--- src/rtl/rtc_bus_pkg.sv ---
package rtc_bus_pkg;
    localparam int ADDR_W = 3;
    localparam int DATA_W = 32;
    localparam int NFIELD = 8;
    localparam int NSRC   = 2;
    localparam int NREG   = 4;

    // Bit positions of the two interrupt sources in the pending register.
    localparam int SRC_INC = 0;
    localparam int SRC_ALM = 1;

    typedef enum logic [ADDR_W-1:0] {
        A_CFG    = 3'd0,
        A_PEND   = 3'd1,
        A_INCSEL = 3'd2,
        A_AMASK  = 3'd3
    } reg_addr_e;
endpackage

--- src/rtl/rtc_access_gate.sv ---
module rtc_access_gate
    import rtc_bus_pkg::*;
#(
    parameter int AW = ADDR_W,
    parameter int NR = NREG
) (
    input  logic          clk,
    input  logic          rst_n,
    input  logic          bus_sel,
    input  logic          bus_wr,
    input  logic [AW-1:0] bus_addr,
    input  logic          wbit0,
    output logic          en_o,
    output logic [NR-1:0] wr_stb_o,
    output logic          rd_ok_o
);
    typedef struct packed {
        logic en;
    } gate_t;

    gate_t cur_q, nxt_d;

    always_comb begin
        nxt_d = cur_q;
        if (bus_sel && bus_wr && (bus_addr == AW'(A_CFG)))
            nxt_d.en = wbit0;
    end

    always_ff @(posedge clk or negedge rst_n) begin
        if (!rst_n) cur_q <= '0;
        else        cur_q <= nxt_d;
    end

    // The enable register itself is never gated; every other strobe is.
    for (genvar i = 0; i < NR; i++) begin : g_stb
        assign wr_stb_o[i] = bus_sel && bus_wr && (bus_addr == AW'(i))
                             && ((i == 0) || cur_q.en);
    end

    assign rd_ok_o = bus_sel && !bus_wr && cur_q.en;
    assign en_o    = cur_q.en;
endmodule

--- src/rtl/rtc_cfg_regs.sv ---
module rtc_cfg_regs
    import rtc_bus_pkg::*;
#(
    parameter int NF = NFIELD
) (
    input  logic          clk,
    input  logic          por_n,
    input  logic          we_incsel,
    input  logic          we_amask,
    input  logic [NF-1:0] wdata,
    output logic [NF-1:0] incsel_o,
    output logic [NF-1:0] amask_o
);
    typedef struct packed {
        logic [NF-1:0] incsel;
        logic [NF-1:0] amask;
    } cfg_t;

    cfg_t cur_q, nxt_d;

    always_comb begin
        nxt_d = cur_q;
        if (we_incsel) nxt_d.incsel = wdata;
        if (we_amask)  nxt_d.amask  = wdata;
    end

    // Retained domain: only the power-on reset clears it.
    always_ff @(posedge clk or negedge por_n) begin
        if (!por_n) cur_q <= '0;
        else        cur_q <= nxt_d;
    end

    assign incsel_o = cur_q.incsel;
    assign amask_o  = cur_q.amask;
endmodule

--- src/rtl/rtc_irq_core.sv ---
module rtc_irq_core
    import rtc_bus_pkg::*;
#(
    parameter int NF = NFIELD,
    parameter int NS = NSRC
) (
    input  logic          clk,
    input  logic          por_n,
    input  logic [NF-1:0] inc_evt,
    input  logic [NF-1:0] field_eq,
    input  logic [NF-1:0] incsel,
    input  logic [NF-1:0] amask,
    input  logic          clr_stb,
    input  logic [NS-1:0] clr_bits,
    output logic [NS-1:0] pend_o,
    output logic          alarm_fire_o,
    output logic          irq_o
);
    typedef struct packed {
        logic [NS-1:0] pend;
        logic          match_prev;
    } irq_t;

    irq_t cur_q, nxt_d;
    logic [NS-1:0] set_v;
    logic [NS-1:0] clr_v;
    logic          inc_hit;
    logic          match_now;
    logic          fire;

    always_comb begin
        inc_hit   = |(inc_evt & incsel);
        match_now = (&(field_eq | amask)) && !(&amask);
        fire      = match_now && !cur_q.match_prev;

        set_v          = '0;
        set_v[SRC_INC] = inc_hit;
        set_v[SRC_ALM] = fire;
        clr_v          = clr_stb ? clr_bits : '0;

        nxt_d            = cur_q;
        nxt_d.match_prev = match_now;
        // A setting event takes precedence over a simultaneous clear.
        nxt_d.pend       = (cur_q.pend & ~clr_v) | set_v;
    end

    always_ff @(posedge clk or negedge por_n) begin
        if (!por_n) cur_q <= '0;
        else        cur_q <= nxt_d;
    end

    assign pend_o       = cur_q.pend;
    assign alarm_fire_o = fire;
    assign irq_o        = |cur_q.pend;
endmodule

--- src/rtl/rtc_bus_ctrl.sv ---
module rtc_bus_ctrl
    import rtc_bus_pkg::*;
#(
    parameter int AW = ADDR_W,
    parameter int DW = DATA_W,
    parameter int NF = NFIELD,
    parameter int NS = NSRC
) (
    input  logic          clk,
    input  logic          rst_n,
    input  logic          por_n,
    input  logic          bus_sel,
    input  logic          bus_wr,
    input  logic [AW-1:0] bus_addr,
    input  logic [DW-1:0] bus_wdata,
    output logic [DW-1:0] bus_rdata,
    input  logic [NF-1:0] inc_evt,
    input  logic [NF-1:0] field_eq,
    output logic          irq
);
    logic [NREG-1:0] wr_stb;
    logic            en_w;
    logic            rd_ok;
    logic [NF-1:0]   incsel_w;
    logic [NF-1:0]   amask_w;
    logic [NS-1:0]   pend_w;
    logic            alarm_fire_w;
    logic            unused_hi;

    assign unused_hi = ^bus_wdata[DW-1:NF];

    rtc_access_gate #(.AW(AW), .NR(NREG)) u_gate (
        .clk      (clk),
        .rst_n    (rst_n),
        .bus_sel  (bus_sel),
        .bus_wr   (bus_wr),
        .bus_addr (bus_addr),
        .wbit0    (bus_wdata[0]),
        .en_o     (en_w),
        .wr_stb_o (wr_stb),
        .rd_ok_o  (rd_ok)
    );

    rtc_cfg_regs #(.NF(NF)) u_cfg (
        .clk       (clk),
        .por_n     (por_n),
        .we_incsel (wr_stb[A_INCSEL]),
        .we_amask  (wr_stb[A_AMASK]),
        .wdata     (bus_wdata[NF-1:0]),
        .incsel_o  (incsel_w),
        .amask_o   (amask_w)
    );

    rtc_irq_core #(.NF(NF), .NS(NS)) u_irq (
        .clk          (clk),
        .por_n        (por_n),
        .inc_evt      (inc_evt),
        .field_eq     (field_eq),
        .incsel       (incsel_w),
        .amask        (amask_w),
        .clr_stb      (wr_stb[A_PEND]),
        .clr_bits     (bus_wdata[NS-1:0]),
        .pend_o       (pend_w),
        .alarm_fire_o (alarm_fire_w),
        .irq_o        (irq)
    );

    always_comb begin
        bus_rdata = '0;
        if (bus_sel && !bus_wr) begin
            if (bus_addr == AW'(A_CFG)) begin
                bus_rdata = DW'(en_w);
            end else if (rd_ok) begin
                case (bus_addr)
                    AW'(A_PEND):   bus_rdata = DW'(pend_w);
                    AW'(A_INCSEL): bus_rdata = DW'(incsel_w);
                    AW'(A_AMASK):  bus_rdata = DW'(amask_w);
                    default:       bus_rdata = '0;
                endcase
            end
        end
    end
endmodule

--- config.mk ---
export PLATFORM = sky130hd
export DESIGN_NAME = rtc_bus_ctrl
export DESIGN_NICKNAME = d
export VERILOG_FILES = /design/src/rtl/rtc_bus_pkg.sv /design/src/rtl/rtc_access_gate.sv /design/src/rtl/rtc_cfg_regs.sv /design/src/rtl/rtc_irq_core.sv /design/src/rtl/rtc_bus_ctrl.sv
export SDC_FILE = /design/constraint.sdc
export NUM_CORES = 1
export LEC_CHECK = 0
export ABC_AREA = 1
export BUFFER_PORTS_ARGS = -buffer_cell sky130_fd_sc_hd__buf_2
export CAP_MARGIN = 30
export CORE_MARGIN = 2
export CORE_UTILIZATION = 38
export CTS_BUF_LIST = sky130_fd_sc_hd__clkbuf_4 sky130_fd_sc_hd__clkbuf_8 sky130_fd_sc_hd__clkbuf_16
export DETAILED_ROUTE_END_ITERATION = 8
export PLACE_DENSITY = 0.76
export SKIP_CTS_REPAIR_TIMING = 1
export SYNTH_ARGS = -nofsm -noshare
export SYNTH_HDL_FRONTEND = slang
export SYNTH_HIERARCHICAL = 1
export SYNTH_SLANG_ARGS = --single-unit
--- constraint.sdc ---
create_clock -name clk -period 1.1 [get_ports clk]
set_clock_uncertainty 0.2 [all_clocks]
set_input_delay 0.22 -clock clk [delete_from_list [all_inputs] [get_ports clk]]
set_output_delay 0.22 -clock clk [all_outputs]
set_load 0.01 [all_outputs]
Word level (Yosys, flattened, before mapping)
Index checks and enable logic that the tools add are counted.
{ "op_classes": {"muxes": 5, "n_addsub": 0, "n_bitwise": 5, "div": 0, "reduce_logical": 20, "magnitude_cmp": 0, "eq_ne": 3, "mul": 0, "shifts": 0} }
{ "ops": {"columns": ["cell", "count"], "rows": [
  ["$mux 8", 3],
  ["$pmux 8 s3", 1],
  ["$reduce_and 8->1", 2],
  ["$logic_and 1x1->1", 12],
  ["$and 8x8->8", 1],
  ["$or 8x8->8", 1],
  ["$reduce_or 8->1", 1],
  ["$eq 3x2->1 const B", 2],
  ["$eq 3x1->1 const B", 1],
  ["$logic_not 1->1", 3],
  ["$logic_not 3->1", 1],
  ["$and 2x2->2", 1],
  ["$mux 2", 1],
  ["$not 2->2", 1],
  ["$or 2x2->2", 1],
  ["$reduce_or 2->1", 1]
]} }
{ "totals": {"in_bits": 56, "reg_bits": 20, "rom_bits": 0, "mem_bits_rw": 0, "latch_bits": 0, "mem_count": 0} }

Depth between registers and ports, before layout
Gate-level depths: netlist (run 1).
{ "depth": {"word_depth": 7, "ltp_mapped": 9} }

Cells and area by module
The synthesis (run 1) kept the hierarchy.
{ "by_module_without_submodules": {"columns": ["module", "instances", "seq_area_each_um2", "area_per_inst_um2", "cells_per_inst"], "rows": [
  ["rtc_cfg_regs", 1, 400.4, 610.6, 68],
  ["rtc_bus_ctrl", 1, 0.0, 392.9, 66],
  ["rtc_irq_core", 1, 75.1, 276.5, 50],
  ["rtc_access_gate", 1, 25.0, 113.9, 20]
]} }

Least setup slack after synthesis (run 1)
OpenSTA, ideal clock, no wires.
{ "synth_path": {"kind": "register to output", "start": "register u_gate.cur_q (netlist: u_gate/en_o)", "end": "output bus_rdata[2]", "t_required_ps": 680, "path_buffers": 0, "t_arrival_ps": 903, "path_slack_ps": -223, "stages_incl_launch_ff": 5, "cell_sequence": "dfrtp_1 > nand2_1 > nor2_1 > nand3_2 > a21oi_1"} }
{ "synth_via": {"elab_chain_len": 4} }
{ "synth_rtl": {"columns": ["item", "line", "source"], "rows": [
  ["start: declaration", "rtc_access_gate.sv:21", "gate_t cur_q, nxt_d;"],
  ["start signal: assignment", "rtc_access_gate.sv:31", "else cur_q <= nxt_d;"],
  ["$logic_and 1x1->1", "rtc_access_gate.sv:40", "assign rd_ok_o = bus_sel && !bus_wr && cur_q.en;"],
  ["net rd_ok", "rtc_bus_ctrl.sv:23", "logic rd_ok;"],
  ["$mux 8", "rtc_bus_ctrl.sv:73", "end else if (rd_ok) begin"],
  ["$mux 8", "rtc_bus_ctrl.sv:71", "if (bus_addr == AW'(A_CFG)) begin"],
  ["$mux 8", "rtc_bus_ctrl.sv:70", "if (bus_sel && !bus_wr) begin"],
  ["end: declaration", "rtc_bus_ctrl.sv:16", "output logic [DW-1:0] bus_rdata,"]
]} }
The timed path passes the listed nets, and every way through them passes these cells.

Worst setup path after layout (run 1)
{ "layout_path": {"start": "register u_gate.cur_q (netlist: u_gate/en_o)", "end": "output bus_rdata[3]"} }
Same word-level chain as after synthesis.

==> results.md, run 1 <==
- DRC: 0
- Diode count: 0
- Synth-to-Final Area Change: 35.5%
- Uppermost layer routed: met4
- Crit Path Class: reg2out
- H-Tree Depth: 1
- Site Rows: 21
- MaxCap Viol Count: 0
- Setup-failing EPs final: 28
- Mapped cell area: about 1400 µm²
- Fin. max-slew vios: 0
- CP required: approximately 680 ps
- CTS root buf: clkbuf_4
- CTS tree: done
- NumNets Final: 331
- Syn Inst Count: 202
- DIE HEIGHT: 64.4 µm
- Avg WL per Cell: 10.9 µm
- Number of global-route vias before repair: between 1000 and 1500
- Reg2reg start: u_gate/en_o
- Clock sink total: 20
- Yosys warns: 6
- Final Hold Fails: 0
- DR WL met2: between 1500 and 2000 µm
- Violated checks: negative setup slack
- Tcrit/Tclk final: 166%
- Worst-path fanout max: 7
- # fillers: 342
- DP Cell Count: 303
- Ratio of cells with drive above 1 in the final layout: 32.6%
- I/O Buffers: 40
- Initial core utilization: 40.6%
- Ports: 89
- Critical path launch point type: register
- M1 WL: between 1500 and 2000 µm
- Fin cells: 319
- Setup crit end kind: primary output
- Detailed route wirelength on metal3: around 260 µm
- Core ar.: 3420 µm²
- Outcome: finished with violations
- Pin count of the biggest net entering global routing: 20
- Gr ovfl total: 0
- Placer Congestion: 0.908
- Die Span X: 64.4 µm
- First-pass GRT wire length: 5530 µm
- Final core occ: between 50 and 60%
- Routed Antenna Nets: 0
- Peak supply drop: 616 µV
- Vias/cell: ~4.5
- Fin worst setup slack: -730 ps
- Final WL: approximately 3500 µm
- Clock Tree Buf Depth: 2
- Worst slack, placed: -439 ps
- Routed via count: 1436
- Pre-Repair DR Iteration Count: 4
- Initial antenna violation count: 0
- Hold WC Path Type: in2async
- 1st-iter DRT viols: 51
- Worst-path clk slew: 100 ps
- Crit path DAT: approximately 1400 ps
- Leak: 1.02 nW
- Mean Syn Cell Area: 6.86 µm²
- Unrepaired setup endpoints after global routing: yes
- FF-to-FF End: u_cfg/amask_o[6]
- Die area: 4150 µm²
- Fmax: between 0.5 and 0.6 GHz
- Worst R2R Setup Slack: -350 ps
- Power density over the cells: 966 nW/µm²
- Total CTS buffers: 3
- Tot GR Track Use: 17.0%
- Worst R2R Path Depth: 8
- Worst skew pair latency: around 290 ps
- DP HPWL: 2710 µm
- Power, Total: 1.81 mW
- Post-route minimum period: 1830 ps
[through the flow]
step                hold slack, ps  area, µm²  TNS [ps]
CTS                           -528       1700    -11760
finish                        30.5       1880    -11570
global route                  16.2       1880    -14000
global placement              -200       1680     -9480
detailed placement            -202       1680    -10010
floorplan                     -276       1490     -3010
[sequential cells by signal (all words and copies together) (netlist names)]
signal / flops
u_irq/pend_o: 2
u_gate/en_o: 1
u_cfg/incsel_o: 8
u_cfg/amask_o: 8
u_irq/cur_q: 1
[per-layer routing]
layer / global-route usage [%] / vias up
met1: 22.7 / 644
met5: 0 / -
met3: 2.64 / 6
met4: 5.59 / 0
li1: - / 721
met2: 27.9 / 65
[worst max-delay path by stage]
stage	start	to	slack [ps]	depth (start not counted)
2_1_floorplan	u_gate/en_o	bus_rdata[2]	-220	4
3_3_place_gp	bus_addr[2]	bus_rdata[6]	-390	7
3_5_place_dp	bus_addr[2]	bus_rdata[4]	-440	7
4_1_cts	u_gate/en_o	bus_rdata[4]	-750	5
5_1_grt	u_gate/en_o	bus_rdata[3]	-830	5
6_report	u_gate/en_o	bus_rdata[3]	-730	5
[worst max-delay path, cell delays in order (launching register included)]
cell and delay, ps:
dfrtp_1 400, nand2_1 80, nor2_2 140, nand3_4 150, a21oi_1 180, buf_2 170
[cell type report]
| type | instances | area (µm²) | share of cell area (%) |
|---|---|---|---|
| clock buffers | 3 | 22.5 | 1.20 |
| inverters | 13 | 53.8 | 2.86 |
| multi-input cells | 164 | 744 | 39.6 |
| flip-flops and latches | 20 | 500 | 26.6 |
| well taps | 46 | 57.6 | 3.06 |
| repair buffers | 73 | 499 | 26.6 |
[report_power, final]
group / switching (mW) / internal (mW)
combinational: 0.271 / 0.244
sequential: 0.115 / 0.858
clock: 0.199 / 0.127
total: 0.585 / 1.23
[layout by cell type (no fill, tap or decap), types with 3 or more instances in the layout]
master / instances
nand2_1: 90
buf_2: 38
conb_1: 24
dfrtp_1: 20
buf_4: 19
nor2_1: 13
dlygate4sd3_1: 11
nand4_1: 8
nand3_1: 6
inv_1: 6
inv_2: 5
nor2_2: 5
a21oi_1: 5
buf_6: 5
clkbuf_4: 3
(Power assumes the default switching activity.)
==> run 2: changes to the inputs <==
--- a/config.mk
+++ b/config.mk
@@ -6,7 +6,7 @@
 export NUM_CORES = 1
 export LEC_CHECK = 0
 export ABC_AREA = 1
-export BUFFER_PORTS_ARGS = -buffer_cell sky130_fd_sc_hd__buf_2
+export BUFFER_PORTS_ARGS = -buffer_cell sky130_fd_sc_hd__buf_4
 export CAP_MARGIN = 30
 export CORE_MARGIN = 2
 export CORE_UTILIZATION = 38
==> run 2 against run 1 <==
  * The run still ends with negative setup slack left
  * Global-route usage rose by 1.2 points
  * Non-clock buffer count grew 5
  * Power up 5.5%
  * Setup slack improved by 43 ps
  * Final cell count grew 1.6%
  * Sequential power about the same
  * First-iteration DRC count shrank 16%
  * Highest routed layer unchanged
==> results.md, run 2 (synthesis gave the netlist of run 1 again) <==
- Fin worst setup slack: -688 ps
- Core ar.: 3420 µm²
- GR Layer Usage met2: 31.6%
- Unrepaired setup endpoints after global routing: yes
- WHS Path Cells: 5
- Outcome: finished with violations
- H-Tree Depth: 1
- Slowest-stage cell, CP: dfrtp_1
- Initial core utilization: 40.6%
- Setup-failing EPs final: 28
- FF-to-FF End: u_cfg/incsel_o[5]
- Number of global-route vias before repair: 1442
- Clock Tree Buf Depth: 2
- Power density over the cells: 939 nW/µm²
- Gr ovfl total: 0
- Diode count: 0
- Placer Congestion: 0.890
- Pin count of the biggest net entering global routing: 20
- DP HPWL: between 2000 and 3000 µm
- Ratio of cells with drive above 1 in the final layout: 37.1%
- Fmax: 0.559 GHz
- Buf/Inv on CP: 1
- Routed via count: 1476
- Worst R2R Path Depth: 8
- First-pass GRT wire length: 5910 µm
- CP required: between 600 and 700 ps
- Synth-to-Final Area Change: 47.0%
- Hold Crit Start: inc_evt[0]
- Ports: slightly below 90
- CTS root buf: clkbuf_4
- Worst hold margin: 16.4 ps
- Leak: 1.08 nW
- Site Rows: 21
- Initial antenna violation count: 0
- Tcrit/Tclk final: 163%
- Setup crit end kind: primary output
- Worst-path fanout max: 7
- Clock sink total: 20
- Critical Path Start: u_gate/en_o
- Worst skew pair latency: 290 ps
- Critical path launch point type: register
- DRC: 0
- Vias/cell: 4.56
- Tot GR Track Use: a little under a fifth
- GRT met1 Usage: 23.1%
- Final WL: 3820 µm
- MaxCap Viol Count: 0
- CP top delay family: flip-flops
- Cell Chain, Critical Path: nand2_1 -> nor2_2 -> nand3_4 -> a21oi_2 -> buf_4
- Grt met3 use: around 3%
- Avg WL per Cell: 11.8 µm
- Crit path DAT: around 1400 ps
- Final Hold Fails: 0
- Final core occ: a little under 60%
- Worst R2R Setup Slack: -370 ps
- Hold Path End: u_irq/pend_o[0]
- Most frequent cells in the layout: 86 x nand2_1, 61 x buf_4, 24 x conb_1
- Post-route minimum period: 1790 ps
- Peak supply drop: 530 µV
- Violated checks: negative setup slack
- DIE HEIGHT: 64.4 µm
- I/O Buffers: 40
- Most Used Layer, Global Route: met2
- Total CTS buffers: 3
- Reg2reg start: u_gate/en_o
- CP max stage delay: 380 ps
- CTS tree: done
- Routed Antenna Nets: 0
- Fin. max-slew vios: 0
- Worst-path clk slew: roughly 100 ps
- Pre-Repair DR Iteration Count: 4
- 1st-iter DRT viols: 43
- NumNets Final: approximately 340
- Most common cell after layout, fill and taps aside: nand2_1
- Die area: 4150 µm²
- Die Span X: 64.4 µm
- Hold WC Path Type: in2reg
- Crit Path Class: reg2out
run 2: changes by cell type in the layout (fill, tap and decap cells not counted), moves of 2 or more:
cell / before / now
buf_4: 19 / 61
buf_2: 38 / 1
nand2_1: 90 / 86
nand2_2: 2 / 6
nor2_1: 13 / 10
a21oi_1: 5 / 3
a21oi_2: 1 / 3
nor2_2: 5 / 7
run 2: power by group:
group,leakage [nW],internal (mW),switching (mW)
Combinational,0.802,0.296,0.294
Clock,0.0138,0.128,0.221
Sequential,0.263,0.858,0.116
run 2: final cells by class:
cell class	instances	area [µm²]
Clock buffer	3	22.5
Fill cell	314	1380
Inverter	13	53.8
Multi-Input combinational cell	164	774
Sequential cell	20	500
Tap cell	46	57.6
Timing Repair Buffer	78	629
run 2: metal layers:
metal  routed length, µm  vias to the layer above
li1                    -                      733
met3                 218                        6
met4                  48                        0
met1                1620                      674
met5                   0                        -
met2                1930                       63
run 2: worst register-to-register path, delay by kind of cell, from the launching register on:
family	cells	cell delay [ps]
buf+inv	4	540
flops	1	410
simple gates	4	230
run 2: worst max-delay path by stage:
| stage | endpoint | slack [ps] | cells past startpoint |
|---|---|---|---|
| 2_1_floorplan | bus_rdata[2] | -220 | 4 |
| 6_report | bus_rdata[3] | -690 | 5 |
| 4_1_cts | bus_rdata[3] | -760 | 5 |
| 5_1_grt | bus_rdata[0] | -750 | 7 |
| 3_5_place_dp | bus_rdata[3] | -420 | 7 |
| 3_3_place_gp | bus_rdata[6] | -370 | 7 |
run 2: stage by stage:
stage	instance area, µm²	setup slack (ps)	power, mW	cells	setup TNS (ps)
finish	2040	-688	1.91	324	-11480
global route	2040	-754	2.04	324	-13580
CTS	1810	-760	1.83	307	-11670
detailed placement	1780	-420	1.49	304	-8890
global placement	1780	-374	1.46	304	-8530
floorplan	1490	-223	1.27	225	-3010
==> run 3: changes to the inputs <==
--- a/config.mk
+++ b/config.mk
@@ -10,8 +10,9 @@
 export CAP_MARGIN = 30
 export CORE_MARGIN = 2
 export CORE_UTILIZATION = 38
-export CTS_BUF_LIST = sky130_fd_sc_hd__clkbuf_4 sky130_fd_sc_hd__clkbuf_8 sky130_fd_sc_hd__clkbuf_16
+export CTS_BUF_LIST = sky130_fd_sc_hd__clkbuf_16
 export DETAILED_ROUTE_END_ITERATION = 8
+export GPL_TIMING_DRIVEN = 0
 export PLACE_DENSITY = 0.76
 export SKIP_CTS_REPAIR_TIMING = 1
 export SYNTH_ARGS = -nofsm -noshare
==> run 3 against run 2 <==
  * The flow finishes with violations (negative hold slack, negative setup slack)
  * Final cell count grew 1.9%
  * Global-route usage shrank 1.6 points
  * Final area grew 7.1%
  * First-iteration DRC count grew 72%
  * Utilization grew 4.2 points
  * Flip-flop and latch count is the same
  * Clock-buffer cell count is the same
  * Critical endpoint is now bus_rdata[4]
  * Via count grew 0.34%
==> results.md, run 3 (synthesis gave the netlist of run 1 again) <==
- Leak: 1.16 nW
- DIE HEIGHT: around 64 µm
- Core ar.: 3420 µm²
- Clock Tree Buf Depth: 2
- FF-to-FF End: u_irq/pend_o[0]
- FF/Latch Area: 502 µm²
- First-pass GRT wire length: 5310 µm
- Worst R2R Path Depth: 8
- Hold Path End: u_irq/pend_o[0]
- Peak supply drop: 943 µV
- Number of global-route vias before repair: 1210
- Ports: just under 90
- Violated checks: negative hold slack, negative setup slack
- Tcrit/Tclk final: 161%
- Synth-to-Final Area Change: 57.5%
- Placed cell area: approximately 1800 µm²
- Power, Total: 2.61 mW
- Post-route minimum period: 1770 ps
- Initial antenna violation count: 0
- Diode count: 0
- Critical path launch point type: register
- CTS root buf: clkbuf_16
- I/O Buffers: 40
- Most common cell after layout, fill and taps aside: nand2_1
- Fin worst setup slack: -672 ps
- Outcome: finished with violations
- Die Span X: 64.4 µm
- Worst-path fanout max: 7
- Crit path DAT: 1350 ps
- Placer Congestion: ~0.88
- Final WL: 3680 µm
- WHS Path Cells: 3
- Pre-Repair DR Iteration Count: 4
- Clock sink total: 20
- Most frequent cells in the layout: 86 x nand2_1, 69 x buf_4, 24 x conb_1
- Setup tns final: -10490 ps
- NumNets Final: 341
- Reg2reg start: u_gate/en_o
- Die area: 4150 µm²
- Worst skew pair latency: about 250 ps
- Fin. max-slew vios: 0
- Routed via count: 1481
- H-Tree Depth: 1
- # fillers: 304
- Unrepaired setup endpoints after global routing: yes
- DP HPWL: 2630 µm
- Crit Path Class: reg2out
- CTS tree: done
- Gr ovfl total: 0
- Hold Crit Start: inc_evt[4]
- DRC: 0
- Setup-failing EPs final: 28
- Avg WL per Cell: between 10 and 15 µm
- Final instance area: ~2200 µm²
- Final Hold Fails: 2
- CP required: 680 ps
- Pin count of the biggest net entering global routing: 20
- Ratio of cells with drive above 1 in the final layout: 40.5%
- Tot GR Track Use: 16.6%
- Hold WC Path Type: in2reg
- Worst hold margin: -21.5 ps
- Fmax: 0.564 GHz
- Routed Antenna Nets: 0
- Worst-path clk slew: 60 ps
- Setup crit end kind: primary output
- Vias/cell: 4.49
- Site Rows: 21
- MaxCap Viol Count: 0
- Total CTS buffers: 3
- Initial core utilization: 40.6%
- 1st-iter DRT viols: 74
- Multi-input logic area: ~800 µm²
- Power density over the cells: 1200 nW/µm²
- Worst slack, placed: -493 ps
- Worst R2R Setup Slack: -370 ps
run 3: layer usage:
metal / up-vias / global-route usage (%) / share of wire (%)
met1: 670 / 21.5 / 42
met3: 4 / 4.58 / 7.5
li1: 749 / - / -
met2: 58 / 27.9 / 50
met5: - / 0 / 0
met4: 0 / 3.46 / 0.73
run 3: report_power, final:
part / internal (mW) / switching, mW / total [mW]
logic: 0.316 / 0.295 / 0.611
clock network: 0.722 / 0.289 / 1.01
registers: 0.862 / 0.126 / 0.988
run 3: area by class of cell:
class | instances | share of cell area [%]
flip-flops and latches | 20 | 23.0
well taps | 46 | 2.64
repair buffers | 55 | 20.5
plain buffers | 28 | 9.97
multi-input cells | 164 | 36.6
clock inverters | 1 | 1.38
inverters | 13 | 2.46
clock buffers | 3 | 3.44
run 3: metrics by stage:
step | util (%) | std cells
2_1_floorplan | - | 225
3_3_place_gp | 54.0 | 311
3_5_place_dp | 54.0 | 311
4_1_cts | 57.0 | 315
5_1_grt | 63.9 | 330
6_report | 63.9 | 330
run 3: worst max-delay path by stage:
| stage | end | from | slack [ps] | cells after the start |
|---|---|---|---|---|
| 2_1_floorplan | bus_rdata[2] | u_gate/en_o | -220 | 4 |
| 3_3_place_gp | bus_rdata[2] | bus_addr[1] | -500 | 6 |
| 3_5_place_dp | bus_rdata[2] | bus_addr[1] | -490 | 6 |
| 4_1_cts | bus_rdata[2] | u_gate/en_o | -720 | 5 |
| 5_1_grt | bus_rdata[4] | u_gate/en_o | -750 | 5 |
| 6_report | bus_rdata[4] | u_gate/en_o | -670 | 5 |
run 3: worst max-delay path, cell delays in order (launching register included):
cell and delay, ps:
dfrtp_2 390, nand2_2 80, nor2_4 130, nand3_4 140, a21oi_1 200, buf_4 160
